<file path="src/rtl/baud_gen_pkg.sv">
package baud_gen_pkg;

  typedef enum logic [1:0] {
    SRC_INT_DIRECT = 2'd0,
    SRC_INT_GEN    = 2'd1,
    SRC_EXT_DIRECT = 2'd2,
    SRC_EXT_GEN    = 2'd3
  } src_sel_e;

  // Terminal count of the prescaler for a given select: ratio 4**sel, minus one.
  function automatic int unsigned prescale_last(input int unsigned sel);
    return (32'd1 << (2 * sel)) - 32'd1;
  endfunction

endpackage

</file>
<file path="src/rtl/baud_regs.sv">
module baud_regs #(
  parameter int DATA_W  = 16,
  parameter int DIV_W   = 8,
  parameter int PSEL_W  = 2,
  parameter int SRC_LSB = 5
) (
  input  logic                  clk,
  input  logic                  rst,
  input  logic                  wr_en,
  input  logic                  addr,
  input  logic [DATA_W-1:0]     wdata,
  output logic [DATA_W-1:0]     rdata,
  output baud_gen_pkg::src_sel_e src_sel,
  output logic [DIV_W-1:0]      divisor,
  output logic [PSEL_W-1:0]     psel
);
  import baud_gen_pkg::*;

  localparam int RATE_W = DIV_W + PSEL_W;

  src_sel_e          mode_q;
  logic [RATE_W-1:0] rate_q;
  logic [DATA_W-1:0] rdata_d;
  logic              unused_wbits;

  assign unused_wbits = ^wdata;

  always_ff @(posedge clk) begin
    if (rst) begin
      mode_q <= SRC_INT_DIRECT;
      rate_q <= '0;
    end else if (wr_en) begin
      if (addr) rate_q <= wdata[RATE_W-1:0];
      else      mode_q <= src_sel_e'(wdata[SRC_LSB +: 2]);
    end
  end

  always_comb begin
    rdata_d = '0;
    if (addr) rdata_d[RATE_W-1:0]   = rate_q;
    else      rdata_d[SRC_LSB +: 2] = mode_q;
  end

  always_ff @(posedge clk) begin
    if (rst) rdata <= '0;
    else     rdata <= rdata_d;
  end

  assign src_sel = mode_q;
  assign divisor = rate_q[DIV_W-1:0];
  assign psel    = rate_q[RATE_W-1:DIV_W];

  // a rate write is visible in the stored word on the next cycle
  p_rate_write_r2: assert property (@(posedge clk) disable iff (rst)
    (wr_en && addr) |=> (rate_q == $past(wdata[RATE_W-1:0])));

  // a mode write leaves the rate word untouched
  p_mode_write_keeps_rate_r2: assert property (@(posedge clk) disable iff (rst)
    (wr_en && !addr) |=> $stable(rate_q));

endmodule

</file>
<file path="src/rtl/baud_count_stage.sv">
module baud_count_stage #(
  parameter int W = 8
) (
  input  logic         clk,
  input  logic         rst,
  input  logic         load,
  input  logic         step,
  input  logic [W-1:0] last_val,
  output logic         done
);
  logic [W-1:0] cnt;

  assign done = step && !load && (cnt == '0);

  always_ff @(posedge clk) begin
    if (rst) begin
      cnt <= '0;
    end else if (load) begin
      cnt <= last_val;
    end else if (step) begin
      if (cnt == '0) cnt <= last_val;
      else           cnt <= cnt - 1'b1;
    end
  end

  // a step on a non-terminal count moves the count down by one
  p_step_down_r5: assert property (@(posedge clk) disable iff (rst)
    (step && !load && cnt != '0) |=> (cnt == $past(cnt) - 1'b1));

  // without a step or load the count holds
  p_hold_idle_r3: assert property (@(posedge clk) disable iff (rst)
    (!step && !load) |=> $stable(cnt));

endmodule

</file>
<file path="src/rtl/baud_tick_gen.sv">
module baud_tick_gen #(
  parameter int DATA_W  = 16,
  parameter int DIV_W   = 8,
  parameter int PSEL_W  = 2,
  parameter int SRC_LSB = 5
) (
  input  logic              clk,
  input  logic              rst,
  input  logic              reg_wr,
  input  logic              reg_addr,
  input  logic [DATA_W-1:0] reg_wdata,
  output logic [DATA_W-1:0] reg_rdata,
  input  logic              int_en,
  input  logic              ext_en,
  output logic              tick
);
  import baud_gen_pkg::*;

  localparam int PRE_W = 2 * ((1 << PSEL_W) - 1);

  src_sel_e          src_sel;
  logic [DIV_W-1:0]  divisor;
  logic [PSEL_W-1:0] psel;
  logic              src_en;
  logic              gen_mode;
  logic              primed;
  logic              prime_load;
  logic              pre_step;
  logic              pre_done;
  logic              div_done;
  logic [PRE_W-1:0]  pre_last;
  logic [DIV_W-1:0]  div_last;
  logic              tick_d;

  baud_regs #(
    .DATA_W (DATA_W),
    .DIV_W  (DIV_W),
    .PSEL_W (PSEL_W),
    .SRC_LSB(SRC_LSB)
  ) u_regs (
    .clk    (clk),
    .rst    (rst),
    .wr_en  (reg_wr),
    .addr   (reg_addr),
    .wdata  (reg_wdata),
    .rdata  (reg_rdata),
    .src_sel(src_sel),
    .divisor(divisor),
    .psel   (psel)
  );

  assign src_en     = src_sel[1] ? ext_en : int_en;
  assign gen_mode   = src_sel[0];
  assign prime_load = gen_mode && src_en && !primed;
  assign pre_step   = gen_mode && src_en && primed;
  assign pre_last   = PRE_W'(prescale_last(32'(psel)));
  assign div_last   = (divisor == '0) ? '0 : divisor - 1'b1;

  always_ff @(posedge clk) begin
    if (rst)             primed <= 1'b0;
    else if (prime_load) primed <= 1'b1;
  end

  baud_count_stage #(.W(PRE_W)) u_prescale (
    .clk     (clk),
    .rst     (rst),
    .load    (prime_load),
    .step    (pre_step),
    .last_val(pre_last),
    .done    (pre_done)
  );

  baud_count_stage #(.W(DIV_W)) u_divide (
    .clk     (clk),
    .rst     (rst),
    .load    (prime_load),
    .step    (pre_done),
    .last_val(div_last),
    .done    (div_done)
  );

  assign tick_d = gen_mode ? div_done : src_en;

  always_ff @(posedge clk) begin
    if (rst) tick <= 1'b0;
    else     tick <= tick_d;
  end

  // a selected pulse in a direct mode yields a tick next cycle
  p_direct_tick_r4: assert property (@(posedge clk) disable iff (rst)
    (!gen_mode && src_en) |=> tick);

  // the priming pulse gives no tick
  p_prime_quiet_r7: assert property (@(posedge clk) disable iff (rst)
    prime_load |=> !tick);

  // no tick without a selected source pulse in the cycle before
  p_tick_needs_src_r9: assert property (@(posedge clk) disable iff (rst)
    !src_en |=> !tick);

  // the divisor stage only finishes on a prescaler completion
  p_div_after_pre_r5: assert property (@(posedge clk) disable iff (rst)
    div_done |-> pre_done);

endmodule

</file>
<file path="config.mk">
export PLATFORM = sky130hd
export DESIGN_NAME = baud_tick_gen
export DESIGN_NICKNAME = d
export VERILOG_FILES = /design/src/rtl/baud_gen_pkg.sv /design/src/rtl/baud_regs.sv /design/src/rtl/baud_count_stage.sv /design/src/rtl/baud_tick_gen.sv
export SDC_FILE = /design/constraint.sdc
export NUM_CORES = 1
export LEC_CHECK = 0
export BUFFER_PORTS_ARGS = -buffer_cell sky130_fd_sc_hd__buf_2
export CAP_MARGIN = 20
export CORE_MARGIN = 5
export CORE_UTILIZATION = 60
export CTS_CLUSTER_SIZE = 20
export DETAILED_ROUTE_END_ITERATION = 7
export PLACE_DENSITY = 0.9
export SLEW_MARGIN = 25
export SYNTH_ARGS = -nofsm -noshare
export SYNTH_HDL_FRONTEND = slang
export SYNTH_HIERARCHICAL = 1
export SYNTH_SLANG_ARGS = --single-unit
export TNS_END_PERCENT = 50
</file>
<file path="constraint.sdc">
create_clock -name clk -period 4 [get_ports clk]
set_input_delay 0.2 -clock clk [delete_from_list [all_inputs] [get_ports clk]]
set_output_delay 0.2 -clock clk [all_outputs]
set_load 0.02 [all_outputs]
</file>
; ---- Word-level counts from Yosys, hierarchy flattened
; Cells that the tools add are included.
[word_totals]
register_bits = 44
input_bits = 22
mem_bits_ro = 0
latch_bits = 0
ramBits = 0
out_inout_bits = 17
mem_count = 0
wordCells = 42
[op_classes]
n_eq_ne = 0
n_div = 0
magnitude_cmp = 0
n_reduce_logical = 17
addsub = 4
shift = 1
n_mux = 10
n_mul = 0
bitwise = 1
[ops]
columns = operator, count
row1 = $mux 8, 4
row2 = $mux 6, 3
row3 = $logic_not 8->1, 2
row4 = $sub 8x1->8 const B, 2
row5 = $sub 6x1->6 const B, 2
row6 = $logic_and 1x1->1, 7
row7 = $logic_not 6->1, 1
row8 = $shl 1x3->6 const A, 1
row9 = $reduce_and 2->1, 2
row10 = $reduce_bool 2->1, 2
row11 = $logic_not 1->1, 2
row12 = $mux 1, 2
row13 = $mux 2, 1
row14 = $reduce_or 2->1, 1
row15 = $not 1->1, 1

; ---- Logic depth before layout (Yosys ltp)
; Gate-level depths: netlist of run 1.
[depth]
ltp_word = 9
mapped_depth = 10
mapped_depth_nobuf = 9

; ---- Cells and area by module
; Netlist of run 1, hierarchy kept.
[by_module_without_submodules]
columns = mod, seq_area_each_um2, n_inst, area_per_inst_um2, cells_each
row1 = baud_regs, 440.4, 1, 872.1, 83
row2 = baud_count_stage at u_divide, 160.2, 1, 576.8, 72
row3 = baud_count_stage at u_prescale, 120.1, 1, 466.7, 57
row4 = baud_tick_gen, 40.0, 1, 322.8, 43

; ---- Least setup slack after synthesis of run 1
; OpenSTA, ideal clock, no wires.
[synth_timing]
path_type = flip-flop to flip-flop
from = register u_regs.mode_q[1] (netlist: u_regs/src_sel[1])
to = register u_divide.cnt[4]
path_stages_with_launch = 10
setup_time_ps = 74
period_less_slack_ps = 2163
t_arrival_ps = 2089
required_time_ps = 3926
n_path_buf = 0
slack_ps = 1837
path_cell_list = dfxtp_1 > mux2_2 > nand2_1 > nor2_1 > nor2b_1 > and3_2 > nand2_1 > or3_1 > or4_1 > a31oi_1
[synth_via]
elab_chain_len = 7
[synth_lines]
columns = element, line
row1 = start: declaration, baud_regs.sv:21  ; src_sel_e mode_q;
row2 = start signal: assignment, baud_regs.sv:34  ; else mode_q <= src_sel_e'(wdata[SRC_LSB +: 2]);
row3 = $mux 1, baud_tick_gen.sv:52  ; assign src_en = src_sel[1] ? ext_en : int_en;
row4 = $logic_and 1x1->1 (2 in series), baud_tick_gen.sv:54  ; assign prime_load = gen_mode && src_en && !primed;
row5 = net prime_load, baud_tick_gen.sv:27  ; logic prime_load;
row6 = $logic_not 1->1, baud_count_stage.sv:13  ; assign done = step && !load && (cnt == '0);
row7 = $logic_and 1x1->1 (2 in series), baud_count_stage.sv:13
row8 = net pre_done, baud_tick_gen.sv:29  ; logic pre_done;
row9 = $reduce_bool 2->1 (no line), n/a
row10 = end signal: assignment, baud_count_stage.sv:19  ; cnt <= last_val;
row11 = end signal: assignment, baud_count_stage.sv:21  ; if (cnt == '0) cnt <= last_val;
row12 = end signal: assignment, baud_count_stage.sv:22  ; else cnt <= cnt - 1'b1;
row13 = end: declaration, baud_count_stage.sv:11  ; logic [W-1:0] cnt;
; The timed path passes the listed nets, and every way through them passes these cells.
; A chain may end at the register's enable or synchronous reset.

; ---- Final worst setup path of run 1
[layout_timing]
from = register u_regs.mode_q[1] (netlist: u_regs/src_sel[1])
to = register u_divide.cnt[4]
[layout_rtl]
columns = element, line
row1 = $mux 1, baud_tick_gen.sv:52
row2 = $logic_and 1x1->1 (2 in series), baud_tick_gen.sv:55  ; assign pre_step = gen_mode && src_en && primed;
row3 = net pre_step, baud_tick_gen.sv:28  ; logic pre_step;
row4 = $logic_and 1x1->1 (2 in series), baud_count_stage.sv:13
row5 = net pre_done, baud_tick_gen.sv:29
row6 = $reduce_bool 2->1 (no line), n/a
; The timed path passes the listed nets, and every way through them passes these cells.

==> flow_metrics.tcl, run 1 <==
set metrics [dict create \
    yosysUniqueCellTypes 60 \
    diodes 0 \
    finalSetupTns_ns 0 \
    core_area_mm2 0.00363 \
    drt_pass1_iterations 4 \
    synthCells 255 \
    min-delay-start "reg_wdata[1]" \
    hp-class "input port to flip-flop" \
    cts_resized 0 \
    dieWidth_um 71.1 \
    async_reset_ff_share_pct 0 \
    layout-drive-gt1-share_pct 21.5 \
    drt_iter0_markers 159 \
    row_count 22 \
    hpwl_um 3280 \
    root_buffer "clkbuf_8" \
    ir_worst_vdd_mv 0.288 \
    fmax_mhz 367 \
    grt_max_degree 36 \
    worst_pin_slew_ns 0.600 \
    r2r_cells 8 \
    clock-sinks 38 \
    synth_top_cell_area_share_pct 34.0 \
    rsz0062_at_grt "false" \
    cts_setup_buffers 0 \
    critPathCaptureType "flip-flop" \
    gr-total-overflow 0 \
    min_delay_path_depth 3 \
    initial_core_util_pct 61.6 \
    power_density_mw_per_mm2 385 \
    timing.reg2reg.setup_slack_ns 1.28 \
    yosysMostFrequentCell "dfxtp_1" \
    max-clock-path-buffers 2 \
    timing.final.crit_share_pct 68.1 \
    grt_pass1_wl_um 7850 \
    area_growth_pct 11.2 \
    start_kind "flip-flop" \
    yosys_warnings 6 \
    wl_um 4660 \
    portBuffers 26 \
    dp_cells 319 \
    antenna_found_initial 0 \
    crit_fanout 14 \
    synthTopCellsByArea "dfxtp_1 34%, mux2i_1 4.9%, nor2_1 4.4%" \
    fin_crit_ns 2.72 \
    cts_made_buffers 5 \
    final-hold-violation-count 0 \
    ys_ff_latch 38 \
    worstPathCellList "mux2_2 > and3_1 > nor2b_1 > and3_2 > nand2_1 > or3_1 > or4_1 > a31oi_1" \
    ant_nets 0 \
    die_y_um 71.1 \
    hold-path-endpoint "u_regs/rate_q[1]" \
    htreeDepth 2 \
    cts_tree "done" \
    drc_errors 0 \
    yosysSeqAreaShare_pct 34.0 \
    vias 1892 \
    num-fill-cells 302 \
    grt_pass1_vias 1685 \
    worst_path_largest_cell_delay_ns 0.46 \
    setup_violations 0 \
    critPathRequiredTime_ns 4.22 \
    die_area_mm2 0.00505 \
    slew_headroom_pct 60.0 \
    r2r_end "u_divide/cnt[4]" \
    clock_latency_ns 0.29 \
    crit_type "flip-flop to flip-flop" \
    path_clk_slew_ns 0.08 \
    gp_congestion 0.892 \
    maxCapViolations 0 \
    skew_ns 0.00551 \
    netlist_area_mm2 0.00224 \
    synth_commonest_cells "38 x dfxtp_1, 26 x nor2_1, 15 x inv_1" \
    p_leak_nw 1.05 \
    holdBufCountCts 0 \
    nNetsFinal 307 \
    io_pins 39 \
    grt_usage_pct 19.4 \
    arrival_ns 2.94 \
    synth_edf_count 0 \
    cpMaxStageDelayCell "and3_1" \
    timing.rr.start "u_regs/src_sel[1]" \
    synth_area_leader_cell "dfxtp_1" \
    avgSynthCellArea_um2 8.78 \
    drt-vias-per-instance 5.79 \
    wl_per_cell_um 14.3 \
    slew_viol_final 0 \
    instances_no_fill 327 \
    status "finished clean" \
    synthFlopType "dfxtp_1" \
]
-- routing by layer --
metal	GRT usage, %	vias to the layer above	share of wire [%]
met5	0	-	0
met4	5.64	0	1.3
met3	5.68	5	4.2
met2	31.5	36	51
met1	24.9	907	44
li1	-	944	-
-- how the worst max path moves through the flow --
stage	cells past startpoint	endpoint	slack, ns	start
4_1_cts	8	u_divide/cnt[4]	1.29	u_regs/src_sel[1]
3_5_place_dp	8	u_divide/cnt[4]	1.30	u_regs/src_sel[1]
6_report	8	u_divide/cnt[4]	1.28	u_regs/src_sel[1]
5_1_grt	8	u_divide/cnt[4]	1.12	u_regs/src_sel[1]
3_3_place_gp	8	u_divide/cnt[4]	1.41	u_regs/src_sel[1]
2_1_floorplan	9	u_divide/cnt[4]	1.84	u_regs/src_sel[1]
-- metrics by stage --
step | hold slack, ns | total power (W) | util (%) | area (um2) | worst slack (ns)
after floorplan | 0.269 | 0.000533 | - | 2260 | 1.84
after global placement | 0.453 | 0.000556 | 64.6 | 2350 | 1.41
after detailed placement | 0.462 | 0.000562 | 64.6 | 2350 | 1.30
after CTS | 0.149 | 0.000963 | 68.5 | 2490 | 1.29
after global routing | 0.146 | 0.00100 | 68.5 | 2490 | 1.12
final | 0.154 | 0.000958 | 68.5 | 2490 | 1.28
-- cells by family (layout without fill, tap and decap cells) --
family,after synthesis,after routing,share of synthesized area (%)
AND/OR/NAND/NOR,104,104,27.7
other,1,6,0.168
adder cells (fa/ha/maj),7,7,3.91
XOR/XNOR,2,2,0.783
buffers and inverters,32,51,7.66
AO/OA/AOI/OAI,56,56,18.9
multiplexers,15,15,6.93
flip-flops,38,38,34.0
-- critical path: cells and delay by family, from the launching register on --
family | cells | cell delay (ns)
simple gates | 6 | 1.87
flops | 1 | 0.33
compound gates | 1 | 0.20
mux | 1 | 0.26
-- area by class of cell --
cell class | instances | area (um2) | area share (%)
repair buffers | 28 | 145 | 5.83
clock inverters | 2 | 60.1 | 2.41
inverters | 15 | 56.3 | 2.26
clock buffers | 6 | 82.6 | 3.32
well taps | 48 | 60.1 | 2.41
flip-flops and latches | 38 | 761 | 30.6
multi-input cells | 190 | 1330 | 53.2
-- cells in the final DEF (no fill, tap or decap), types with 9 or more instances in the layout --
cell type / count
inv_1: 15
nand2_1: 9
nand3_1: 11
buf_2: 26
mux2i_1: 11
nand2b_1: 11
nor2_1: 26
dfxtp_1: 38
and2_1: 10
a21oi_1: 14
-- registers in the layout, indices dropped and copies added (netlist names) --
| name | count |
|---|---|
| primed | 1 |
| tick | 1 |
| u_divide/cnt | 8 |
| u_prescale/cnt | 6 |
| u_regs/rate_q | 10 |
| u_regs/rdata | 10 |
| u_regs/src_sel | 2 |
-- where the power goes --
group	switching [W]	total, W	internal, W	leakage (nW)
registers	0.0000141	0.000405	0.000391	0.309
clock network	0.000137	0.000403	0.000266	0.0714
logic	0.0000828	0.000150	0.0000673	0.672
(Power assumes the default switching activity.)
==> run 2: changes to the inputs <==
ABC_AREA = 1   (was unset)
CORE_UTILIZATION = 55   (was 60)
PLACE_DENSITY = 0.84   (was 0.9)
clock period = 2.63 ns   (was 4 ns; I/O delays follow)
==> run 2 against run 1 <==
Non-clock buffer count unchanged. Global-route usage decreased by 2.1 points. Largest power group unchanged. Clock power increased by 47%. Final area is 0.90% lower.
==> flow_metrics.tcl, run 2 <==
set metrics [dict create \
    synth_compound_area_share_pct 14.5 \
    synth_simple_gate_area_share_pct 29.4 \
    drt_pass1_iterations 5 \
    placed_cell_area_mm2 0.00233 \
    io_pins 39 \
    synthTopCellsByArea "dfxtp_1 35%, inv_1 9.4%, nand2_1 9.2%" \
    seq_area_um2 761 \
    multi_input_area_mm2 0.00114 \
    gp_congestion 0.888 \
    root_buffer "clkbuf_8" \
    max-clock-path-buffers 2 \
    dp_slack_ns 0.807 \
    status "finished clean" \
    synth_mux_area_share_pct 0 \
    p_comb_share_pct 22.8 \
    num-fill-cells 344 \
    power_frac_clock_pct 37.5 \
    yosysSeqAreaShare_pct 34.7 \
    setup_ws_ns 0.788 \
    clock_latency_ns 0.29 \
    gr-total-overflow 0 \
    crit_type "flip-flop to flip-flop" \
    postLayoutCellArea_mm2 0.00247 \
    synthCells 321 \
    ir_worst_vdd_mv 0.387 \
    layout-drive-gt1-share_pct 18.2 \
    cts_tree "done" \
    vias 1935 \
    fin_crit_ns 1.84 \
    maxCapViolations 0 \
    netlist_area_mm2 0.00219 \
    yosys_warnings 6 \
    synth_edf_count 0 \
    critPathCaptureType "flip-flop" \
    wl_um 4300 \
    grt_usage_pct 17.3 \
    setup_violations 0 \
    rsz0062_at_grt "false" \
    cts_setup_buffers 0 \
    die_area_mm2 0.00535 \
    power.share.sequential_pct 39.7 \
    finalSetupTns_ns 0 \
    grt_pass1_vias 1655 \
    hpwl_um 3180 \
    synth_top_family_by_area "simple AND/OR/NAND/NOR gates" \
    portBuffers 26 \
    synth_area_leader_cell "dfxtp_1" \
    dieWidth_um 73.2 \
    yosysUniqueCellTypes 28 \
    avgSynthCellArea_um2 6.83 \
    cp_top_family "simple AND/OR/NAND/NOR gates" \
    power_switching_w 0.000468 \
    layout_commonest_cell "inv_1" \
    path_buf_inv 3 \
    grt_max_degree 23 \
    fmax_mhz 543 \
    timing.final.crit_share_pct 70.0 \
    drt_iter0_markers 127 \
    skew_ns 0.00428 \
    yosysMostFrequentCell "inv_1" \
    switching_share_pct 29.6 \
    htreeDepth 2 \
    ys_ff_latch 38 \
    diodes 0 \
    final-hold-violation-count 0 \
    worst_path_largest_cell_delay_ns 0.34 \
    power_density_mw_per_mm2 640 \
    area_growth_pct 12.5 \
    cts_resized 0 \
    path_clk_slew_ns 0.08 \
    p_leak_nw 1.22 \
    synthAdderAreaFrac_pct 3.99 \
    ant_nets 0 \
    nNetsFinal 379 \
    synth_top_cell_area_share_pct 34.7 \
    grt_pass1_wl_um 7260 \
    synth-xor-area-share_pct 3.19 \
    drt-vias-per-instance 4.83 \
    p_int_w 0.00111 \
    worstPathCellList "o21ai_0 > nand2_1 > nor2_1 > buf_4 > inv_1 > nand2_1 > nor2_1 > nor2_4 > inv_2 > o21ai_0 > a21oi_1" \
    async_reset_ff_share_pct 0 \
    start_kind "flip-flop" \
    reg.largest.list "u_regs/rate_q: 10 flops, u_regs/rdata: 10 flops, u_divide/cnt: 8 flops" \
    drc_errors 0 \
    core_area_mm2 0.00394 \
    cts_made_buffers 5 \
    synthFlopType "dfxtp_1" \
    row_count 23 \
    hp-class "input port to flip-flop" \
    cpMaxStageDelayCell "dfxtp_1" \
    synth_commonest_cells "55 x inv_1, 54 x nand2_1, 42 x nor2_1" \
    final_cell_mix "55 x inv_1, 54 x nand2_1, 42 x nor2_1" \
    hold_slack_ns 0.0989 \
    slew_viol_final 0 \
    critPathRequiredTime_ns 2.81 \
    initial_core_util_pct 55.6 \
    arrival_ns 2.02 \
    wl_per_cell_um 10.7 \
    crit_fanout 9 \
    antenna_found_initial 0 \
    clock-sinks 38 \
    die_y_um 73.2 \
    holdBufCountCts 0 \
]
==> run 2: power groups by stage <==
stage                     combinational [W]  sequential (W)  clock, W
final                              0.000359        0.000628  0.000592
after global routing               0.000408        0.000633  0.000634
after CTS                          0.000359        0.000627  0.000605
after detailed placement           0.000355        0.000641         0
after global placement             0.000349        0.000640         0
after floorplan                    0.000302        0.000642         0
==> run 2: final cells by class <==
cell class	count	area share (%)
Multi-Input combinational cell	220	46.4
Inverter	57	8.77
Clock buffer	5	2.79
Timing Repair Buffer	28	5.88
Sequential cell	38	30.8
Clock inverter	3	2.79
Tap cell	50	2.54
==> run 2: layer usage <==
metal	up-vias	global-route usage, %	part of all wire, %
li1	1049	-	-
met1	834	21.9	46
met2	48	29.0	49
met3	4	4.13	4.5
met4	0	5.12	0.84
met5	-	0	0
==> run 2: kinds of logic after synthesis <==
group	Yosys count
flip-flops	38
other	1
buffers and inverters	68
adder cells (fa/ha/maj)	7
AO/OA/AOI/OAI	57
XOR/XNOR	8
AND/OR/NAND/NOR	142
==> run 2: path summary, 6_finish.rpt <==
kind | startpoint | end | slack (ns) | depth (start not counted)
max | u_regs/src_sel[1] | u_divide/cnt[3] | 0.79 | 11
max reg2reg | u_regs/src_sel[1] | u_divide/cnt[3] | 0.79 | 11
min | reg_wdata[4] | u_regs/rate_q[4] | 0.1 | 3
min reg2reg | u_regs/rate_q[1] | u_regs/rdata[1] | 0.46 | 2
==> run 2: worst register-to-register path: stages, from the launching register on <==
cell and delay (ns):
dfxtp_1 0.34, o21ai_0 0.22, nand2_1 0.13, nor2_1 0.10, buf_4 0.15, inv_1 0.08
nand2_1 0.06, nor2_1 0.07, nor2_4 0.20, inv_2 0.13, o21ai_0 0.19, a21oi_1 0.06
==> run 2: metrics by stage <==
step	utilization, %	total power (W)	cells
6_report	62.6	0.00158	401
5_1_grt	62.6	0.00167	401
4_1_cts	62.6	0.00159	401
3_5_place_dp	59.1	0.000996	393
3_3_place_gp	59.1	0.000989	393
2_1_floorplan	-	0.000944	326
==> run 3: changes to the inputs <==
ABC_AREA = 0   (was 1)
CORE_UTILIZATION = 50   (was 55)
PLACE_DENSITY = 0.8   (was 0.84)
clock period = 1.54 ns   (was 2.63 ns; I/O delays follow)
==> run 3 against run 2 <==
Critical path type unchanged. Largest cell class unchanged. Non-clock buffer count is 47 higher. Cell count down 5.7%. Hold slack lost 0.066 ns. Total power up 68%. Clock power up 81%. Sequential cell count is the same. The flow now finishes with violations (setup timing).
==> flow_metrics.tcl, run 3 (synthesis results as in run 1) <==
set metrics [dict create \
    r2r_cells 8 \
    grt.busiest_layer "met2" \
    core_area_mm2 0.00435 \
    grt_max_degree 22 \
    layout-drive-gt1-share_pct 40.2 \
    dp_slack_ns -0.485 \
    drt_iter0_markers 272 \
    grt_pass1_vias 2231 \
    final-hold-violation-count 0 \
    min_delay_path_depth 3 \
    cpMaxStageDelayCell "or4_4" \
    clock_latency_ns 0.30 \
    arrival_ns 2.43 \
    violations "setup timing" \
    hpwl_um 3800 \
    grt_pass1_wl_um 10400 \
    max-clock-path-buffers 2 \
    cts_made_buffers 5 \
    worstPathCellList "mux2_4 > and3_4 > nor2b_4 > and3_4 > nand2_2 > or3_4 > or4_4 > a31oi_1" \
    fmax_mhz 454 \
    num-fill-cells 288 \
    status "complete, but fails checks" \
    path_clk_slew_ns 0.08 \
    final_cell_mix "41 x buf_4, 37 x dfxtp_1, 26 x buf_2" \
    start_kind "flip-flop" \
    total_power_w 0.00265 \
    path_buf_inv 0 \
    drt-vias-per-instance 5.89 \
    drc_errors 0 \
    portBuffers 26 \
    die_area_mm2 0.00592 \
    ir_worst_vdd_mv 0.581 \
    root_buffer "clkbuf_8" \
    setup_ws_ns -0.662 \
    maxCapViolations 0 \
    fin_crit_ns 2.20 \
    setup_violations 15 \
    grt_usage_pct 21.6 \
    crit_fanout 4 \
    crit_cells 8 \
    worst_path_largest_cell_delay_ns 0.42 \
    skew_ns 0.00550 \
    dieWidth_um 76.9 \
    holdBufCountCts 0 \
    gr-total-overflow 0 \
    cts_tree "done" \
    critPathCaptureType "flip-flop" \
    layout_commonest_cell "buf_4" \
    die_y_um 76.9 \
    crit_type "flip-flop to flip-flop" \
    critPathRequiredTime_ns 1.77 \
    clock-sinks 38 \
    p_leak_nw 1.35 \
    diodes 0 \
    rsz0062_at_grt "true" \
    met1_usage_pct 25.0 \
    io_pins 39 \
    initial_core_util_pct 51.4 \
    timing.final.crit_share_pct 143 \
    grt_util_met3_pct 4.68 \
    slew_viol_final 0 \
    power_density_mw_per_mm2 857 \
    cpMostUsedCell "and3_4" \
    row_count 24 \
    nNetsFinal 354 \
    vias 2227 \
    drt_pass1_iterations 5 \
    worst_pin_slew_ns 0.537 \
    reg.largest.list "u_regs/rate_q: 10 flops, u_regs/rdata: 10 flops, u_divide/cnt: 8 flops" \
    slew_headroom_pct 64.1 \
    wl_per_cell_um 17.8 \
    hp-class "input port to flip-flop" \
    cp_top_family "simple AND/OR/NAND/NOR gates" \
    area_growth_pct 38.3 \
    htreeDepth 2 \
    wl_um 6740 \
    grt_use_met2_pct 37.6 \
    ant_nets 0 \
    gp_congestion 0.837 \
    antenna_found_initial 0 \
]
-- run 3: cell count changes in the layout (fill, tap and decap cells not counted), moves of 8 or more --
cell and delta:
o21ai_0 -15, inv_1 -41, a21oi_1 -17, buf_4 +39
nand2_1 -47, nand2b_1 +11, nand3_1 -13, mux2i_1 +11
and2_1 +10, a21bo_2 +8, nor2_1 -18
-- run 3: final timing paths --
kind | slack, ns | end | start
setup / recovery | -0.66 | u_divide/cnt[4] | u_regs/src_sel[1]
hold / removal | 0.03 | u_regs/rate_q[9] | reg_wdata[9]
setup reg to reg | -0.66 | u_divide/cnt[4] | u_regs/src_sel[1]
hold reg to reg | 0.51 | u_regs/rdata[9] | u_regs/rate_q[9]
-- run 3: power by group --
group          switching (W)  internal [W]  leakage, nW
Sequential         0.0000306       0.00101        0.309
Clock               0.000383      0.000691       0.0714
Combinational       0.000286      0.000250        0.968
-- run 3: through the flow --
stage / util (%) / cells / cell area [um2] / hold slack (ns) / setup TNS, ns
floorplan: - / 260 / 2330 / 0.146 / -1.92
global placement: 61.4 / 358 / 2670 / 0.334 / -2.82
detailed placement: 61.4 / 358 / 2670 / 0.339 / -3.22
CTS: 69.1 / 375 / 3010 / 0.0294 / -4.18
global route: 71.1 / 378 / 3100 / 0.0409 / -5.68
finish: 71.1 / 378 / 3100 / 0.0331 / -4.96
-- run 3: layout make-up --
type                            instances  area (um2)  area share [%]
Multi-Input combinational cell        190        1500            48.4
Sequential cell                        38         762            24.6
Timing Repair Buffer                   75         571            18.4
Clock buffer                            6        82.6            2.67
Tap cell                               52        65.1            2.10
Clock inverter                          2        60.1            1.94
Inverter                               15        56.3            1.82
-- run 3: layer usage --
metal / up-vias / wire length (um)
li1: 1049 / -
met1: 1074 / 2640
met2: 88 / 3600
met3: 16 / 335
met4: 0 / 161
met5: - / 0
-- run 3: timing repair --
item                                    CTS  global route
pin swaps                                12            13
cloned                                    1             0
endpoints found under the hold margin     0             0
buffers inserted                          8             4
endpoints found under the setup margin   14            15
resized for setup                        19            19
-- run 3: tightest hold or removal path: stages --
cell	delay (ns)
buf_2	0.10
nand3_1	0.06
a21oi_1	0.05
